**config.mk**
```make
export PLATFORM = sky130hd
export DESIGN_NAME = raster_sync_gen
export DESIGN_NICKNAME = d
export VERILOG_FILES = /design/src/rtl/raster_sync_pkg.sv /design/src/rtl/rs_hcount.sv /design/src/rtl/rs_vcount.sv /design/src/rtl/rs_vdecode.sv /design/src/rtl/raster_sync_gen.sv
export SDC_FILE = /design/constraint.sdc
export NUM_CORES = 1
export LEC_CHECK = 0
export BUFFER_PORTS_ARGS = -buffer_cell sky130_fd_sc_hd__buf_2
export CORE_UTILIZATION = 39
export CTS_BUF_LIST = sky130_fd_sc_hd__clkbuf_8
export DETAILED_ROUTE_END_ITERATION = 12
export PLACE_DENSITY = 0.67
export SKIP_CTS_REPAIR_TIMING = 1
export SYNTH_ARGS = -nofsm -noshare
export SYNTH_HDL_FRONTEND = slang
export SYNTH_SLANG_ARGS = --single-unit
```
**constraint.sdc**
```tcl
create_clock -name clk -period 4.45 [get_ports clk]
set_input_delay 0.89 -clock clk [delete_from_list [all_inputs] [get_ports clk]]
set_output_delay 0.89 -clock clk [all_outputs]
set_load 0.01 [all_outputs]
```
**src/rtl/raster_sync_pkg.sv**
```systemverilog
`timescale 1ns/1ps
// Shared definitions for the raster sync generator.
// Assumes all timing values use the same width.
package raster_sync_pkg;
    localparam int unsigned TW = 16;   // width of every timing value
    typedef logic [TW-1:0]  tval_t;    // one timing value
    typedef logic [TW:0]    tsum_t;    // timing value plus one bit of headroom
endpackage

```
**src/rtl/rs_hcount.sv**
```systemverilog
`timescale 1ns/1ps
// Pixel counter: runs 1..line_len and flags the points where the vertical
// logic must advance or update. Assumes line_len is even and >= 2.
module rs_hcount #(
    parameter int unsigned W = 16
) (
    input  logic         clk,
    input  logic         rst_n,
    input  logic         interlace,
    input  logic [W-1:0] line_len,
    input  logic [W-1:0] hsync_start,
    output logic [W-1:0] hcnt,
    output logic         line_end,
    output logic         mid_end,
    output logic         vb_upd,
    output logic         vs_upd
);
    localparam logic [W-1:0] ONE = W'(1);

    logic [W-1:0] half;
    logic [W:0]   vs_mid;

    // Half-line position and the second vertical sync update point.
    always_comb begin
        half   = line_len >> 1;
        vs_mid = {1'b0, hsync_start} + {1'b0, half};
    end

    // Flags for the line end, the mid-line step and the update points.
    always_comb begin
        line_end = (hcnt >= line_len);
        mid_end  = interlace && (hcnt == half) && !line_end;
        vb_upd   = (hcnt == ONE) || (interlace && (hcnt == half + ONE));
        vs_upd   = (hcnt == hsync_start) || (interlace && ({1'b0, hcnt} == vs_mid));
    end

    // Pixel counter: reset to 1, wrap after line_len.
    always_ff @(posedge clk) begin
        if (!rst_n)        hcnt <= ONE;
        else if (line_end) hcnt <= ONE;
        else               hcnt <= hcnt + ONE;
    end
endmodule

```
**src/rtl/rs_vcount.sv**
```systemverilog
`timescale 1ns/1ps
// Vertical unit counter: runs 1..frame length, counted in lines when
// progressive and in half-lines when interlaced. Steps when advance is high.
module rs_vcount #(
    parameter int unsigned W = 16
) (
    input  logic         clk,
    input  logic         rst_n,
    input  logic         interlace,
    input  logic [W-1:0] frame_lines,
    input  logic         advance,
    output logic [W:0]   vcnt
);
    localparam logic [W:0] ONE = (W+1)'(1);

    logic [W:0] vmax;

    // Frame length in vertical units for the selected mode.
    always_comb begin
        vmax = interlace ? {frame_lines, 1'b0} : {1'b0, frame_lines};
    end

    // Unit counter: reset to 1, wrap after vmax.
    always_ff @(posedge clk) begin
        if (!rst_n)              vcnt <= ONE;
        else if (advance) begin
            if (vcnt >= vmax)    vcnt <= ONE;
            else                 vcnt <= vcnt + ONE;
        end
    end
endmodule

```
**src/rtl/rs_vdecode.sv**
```systemverilog
`timescale 1ns/1ps
// Vertical output decode: samples the unit counter against the vertical
// window values, but only at the given update points, so each vertical
// edge lines up with a horizontal reference edge.
module rs_vdecode #(
    parameter int unsigned W = 16
) (
    input  logic         clk,
    input  logic         rst_n,
    input  logic [W:0]   vcnt,
    input  logic [W-1:0] vsync_start,
    input  logic [W-1:0] vsync_end,
    input  logic [W-1:0] vblank_end,
    input  logic         vb_upd,
    input  logic         vs_upd,
    output logic         vblank_n,
    output logic         vsync_n
);
    logic in_vblank;
    logic in_vsync;

    // Window membership of the current vertical unit.
    always_comb begin
        in_vblank = (vcnt < {1'b0, vblank_end});
        in_vsync  = (vcnt >= {1'b0, vsync_start}) && (vcnt < {1'b0, vsync_end});
    end

    // Vertical blank register: loaded only at its update points.
    always_ff @(posedge clk) begin
        if (!rst_n)      vblank_n <= 1'b0;
        else if (vb_upd) vblank_n <= !in_vblank;
    end

    // Vertical sync register: loaded only at the horizontal sync start points.
    always_ff @(posedge clk) begin
        if (!rst_n)      vsync_n <= 1'b1;
        else if (vs_upd) vsync_n <= !in_vsync;
    end
endmodule

```
**src/rtl/raster_sync_gen.sv**
```systemverilog
`timescale 1ns/1ps
// Programmable raster sync timing generator (top).
// Outputs are registered; output cycle k after reset presents pixel k.
// Assumes the timing values are held steady outside reset, line_len is
// even and >= 2, and frame_lines >= 1.
module raster_sync_gen
    import raster_sync_pkg::*;
(
    input  logic        clk,
    input  logic        rst_n,
    input  logic        interlace,
    input  logic [15:0] hsync_start,
    input  logic [15:0] hsync_end,
    input  logic [15:0] hblank_end,
    input  logic [15:0] line_len,
    input  logic [15:0] vsync_start,
    input  logic [15:0] vsync_end,
    input  logic [15:0] vblank_end,
    input  logic [15:0] frame_lines,
    output logic        hblank_n,
    output logic        hsync_n,
    output logic        vblank_n,
    output logic        vsync_n,
    output logic        line_start,
    output logic        frame_start
);
    localparam int unsigned W = TW;

    tval_t      hcnt;
    tsum_t      vcnt;
    logic       line_end, mid_end, vb_upd, vs_upd;

    rs_hcount #(.W(W)) u_hcount (
        .clk(clk), .rst_n(rst_n), .interlace(interlace),
        .line_len(line_len), .hsync_start(hsync_start),
        .hcnt(hcnt), .line_end(line_end), .mid_end(mid_end),
        .vb_upd(vb_upd), .vs_upd(vs_upd)
    );

    rs_vcount #(.W(W)) u_vcount (
        .clk(clk), .rst_n(rst_n), .interlace(interlace),
        .frame_lines(frame_lines), .advance(line_end || mid_end),
        .vcnt(vcnt)
    );

    rs_vdecode #(.W(W)) u_vdecode (
        .clk(clk), .rst_n(rst_n), .vcnt(vcnt),
        .vsync_start(vsync_start), .vsync_end(vsync_end),
        .vblank_end(vblank_end), .vb_upd(vb_upd), .vs_upd(vs_upd),
        .vblank_n(vblank_n), .vsync_n(vsync_n)
    );

    // Horizontal outputs and strobes registered from the pixel position.
    always_ff @(posedge clk) begin
        if (!rst_n) begin
            hblank_n    <= 1'b0;
            hsync_n     <= 1'b1;
            line_start  <= 1'b0;
            frame_start <= 1'b0;
        end else begin
            hblank_n    <= !(hcnt < hblank_end);
            hsync_n     <= !((hcnt >= hsync_start) && (hcnt < hsync_end));
            line_start  <= (hcnt == tval_t'(1));
            frame_start <= (hcnt == tval_t'(1)) && (vcnt == tsum_t'(1));
        end
    end
endmodule

```
==> metrics.txt <==
most common cell after layout, fill and taps aside=ha_1; post-synth net total=1156; FMAX=290 MHz; Initial Util=40.0%; CTS buffer count=5; crit path launch type=primary input; global-route wire length before repair=31000 um; dpl cells=1210; slew margin rel.=55.3%; grt ovf=0; IO Pins=137; pin count of the biggest net entering global routing=34; FF+latch count, synth=39; Total Negative Setup Slacks=0 ns; Fin. Hold Viols=0; Hold Crit Class=reg2reg; critical-path cell list=buf_2, mux2i_1, ha_1, and4_1, nand3_1, a221o_1, a21oi_1, o221ai_1, a22oi_1, buf_4, a21oi_1; vias per std cell=5.52; syn avg cell area=7.55 um2; antenna-violating nets left=0; routability congestion estimate=0.918; kind of critical path=in2reg; Seq/Total Area, Yosys=11.8%; RSZ-0062 raised after global routing=false; IO Port Bufs=136; max-cap viol count=0; EDFF count, synth=0; CP Buf/Inv Count=2; crit end category=flop; DRC Markers=0; fin cells=1218; Crit-path slowest cell=a22oi_1; Power Density=142 nW/um2; chip height=132 um; status=finished clean; routed len/inst=15.9 um; Yosys warnings=0; Pre-Repair DR Iteration Count=5; most used cells in the layout excluding fill and tap cells=145 x ha_1, 136 x buf_2, 125 x inv_1; Core Area=16600 um2; Synth Instances=879; Tightest Pin Transition=0.671 ns; vias=6720; VDD IR max=0.126 mV; most used cell, CP=a21oi_1; Die X=132 um; CP peak stage delay=0.55 ns; clock slew seen by the registers of the worst setup and hold paths=0.08 ns; Final Cycle Share=77.4%; CTS tree=built; vias in the first global route=6249; Max Buffers Root-to-Sink=2; ys flop type=dfxtp_1; die area=17500 um2; row count=47; H-tree Lvls=2; crit path time final=3.44 ns; DP Wirelength=15700 um; CP top delay family=compound AO/OA/AOI/OAI gates; nets@finish=1274; synthesis-to-layout area growth=14.3%; Crit Path Max Fanout=20; share of layout cells above drive strength 1=15.8%; Clock Sink Count=39; Routed WL=19400 um; fraction of registers with async set/reset=0%; Worst EP arrival=3.63 ns; Req. time, crit path=4.63 ns; diode count=0; final setup fails=0; root buffer cell=clkbuf_8; clock skew=0.0115 ns; Layout fillers=1730; final max-slew violation count=0; Yosys cell types=64; Cell Area, Synth=6640 um2; Static Leak=4.00 nW; initial antenna violation count=0; Total GRT Usage=22.0%; Worst-Skew Late Latency=0.30 ns; initial drt markers=284
==> path summary, 6_finish.rpt <==
kind | start | to | slack, ns | cells past startpoint
max | interlace | u_vcount.vcnt[13]$_SDFFE_PN0P_ | 1.01 | 11
min | u_vdecode.vblank_n$_SDFFE_PN0P_ | u_vdecode.vblank_n$_SDFFE_PN0P_ | 0.47 | 2
max reg2reg | u_hcount.hcnt[4]$_SDFF_PP0_ | u_vdecode.vblank_n$_SDFFE_PN0P_ | 1.51 | 6
min reg2reg | u_vdecode.vblank_n$_SDFFE_PN0P_ | u_vdecode.vblank_n$_SDFFE_PN0P_ | 0.47 | 2
==> logic make-up (layout without fill, tap and decap cells) <==
kind of cell | after synthesis | count (layout) | synth area share, %
adder cells (fa/ha/maj) | 146 | 146 | 27.6
buffers and inverters | 152 | 271 | 8.99
AND/OR/NAND/NOR | 258 | 258 | 20.9
flip-flops | 39 | 39 | 11.8
AO/OA/AOI/OAI | 211 | 211 | 20.7
multiplexers | 21 | 21 | 3.19
XOR/XNOR | 52 | 52 | 6.86
==> metrics by stage <==
stage	util (%)	power, W	area, um2	setup slack (ns)	hold WS (ns)
final	45.7	0.00108	7580	1.01	0.468
after global routing	45.7	0.00115	7580	0.818	0.503
after CTS	45.7	0.00108	7580	1.01	0.473
after detailed placement	45.1	0.000809	7480	0.685	0.461
after global placement	45.1	0.000808	7480	0.763	0.445
after floorplan	-	0.000657	6640	0.724	0.479
==> per-layer routing <==
layer  vias to the layer above  routed length [um]  global-route usage (%)
met5                         -                   0                       0
met4                         0                 633                    7.73
met3                        32                 912                    2.41
met2                       201                9320                    39.2
met1                      3088                8540                    27.4
li1                       3399                   -                       -
==> report_power, final <==
part / internal (W) / switching [W] / leakage [nW]
Sequential: 0.000355 / 0.0000162 / 0.315
Clock: 0.000141 / 0.000132 / 0.0505
Combinational: 0.000194 / 0.000239 / 3.64
==> layout make-up <==
cell class	instances	area [um2]	share of cell area (%)
sequential	39	781	10.3
timing repair buffer	138	696	9.17
clock inverter	1	7.51	0.0990
multi-input combinational	688	5260	69.3
clock buffer	7	96.3	1.27
inverter	125	469	6.19
tap	220	275	3.63
==> worst min-delay path, cell delays in order (launching register included) <==
cell	delay, ns
dfxtp_1	0.32
nand2_1	0.05
mux2i_1	0.05
==> state kept, by name, indices dropped and copies added (netlist names) <==
signal and flops:
u_hcount.hcnt 16, frame_start 1, u_vcount.vcnt 17, hsync_n 1
u_vdecode.vblank_n 1, hblank_n 1, line_start 1, u_vdecode.vsync_n 1
==> synth_stat cells (4+ instances only) <==
library cell  instances  area share, %
ha_1                145             27
inv_1               125            7.1
a21oi_1              61            4.6
nor2_1               51            2.9
o21ai_0              45            3.4
dfxtp_1              39             12
nand2_1              39            2.2
nand3_1              35            2.6
xnor2_1              30            4.0
nand4_1              29            2.7
a21o_1               25            2.8
xor2_1               22            2.9
mux2i_1              20            3.0
clkbuf_1             17           0.96
o31ai_1              17            1.9
nor2b_1              14            1.3
or4_1                14            1.6
nand2b_1             12            1.1
a211oi_1             11            1.2
and3_1               11            1.0
nor3_1               11           0.83
nor4_1               10           0.94
o21a_1               10            1.1
or3_1                 7           0.66
a2111oi_0             5           0.66
and2_1                5           0.47
buf_2                 5           0.38
or2_2                 5           0.47
o311ai_0              4           0.53
Power figures use the tool's default switching activity.
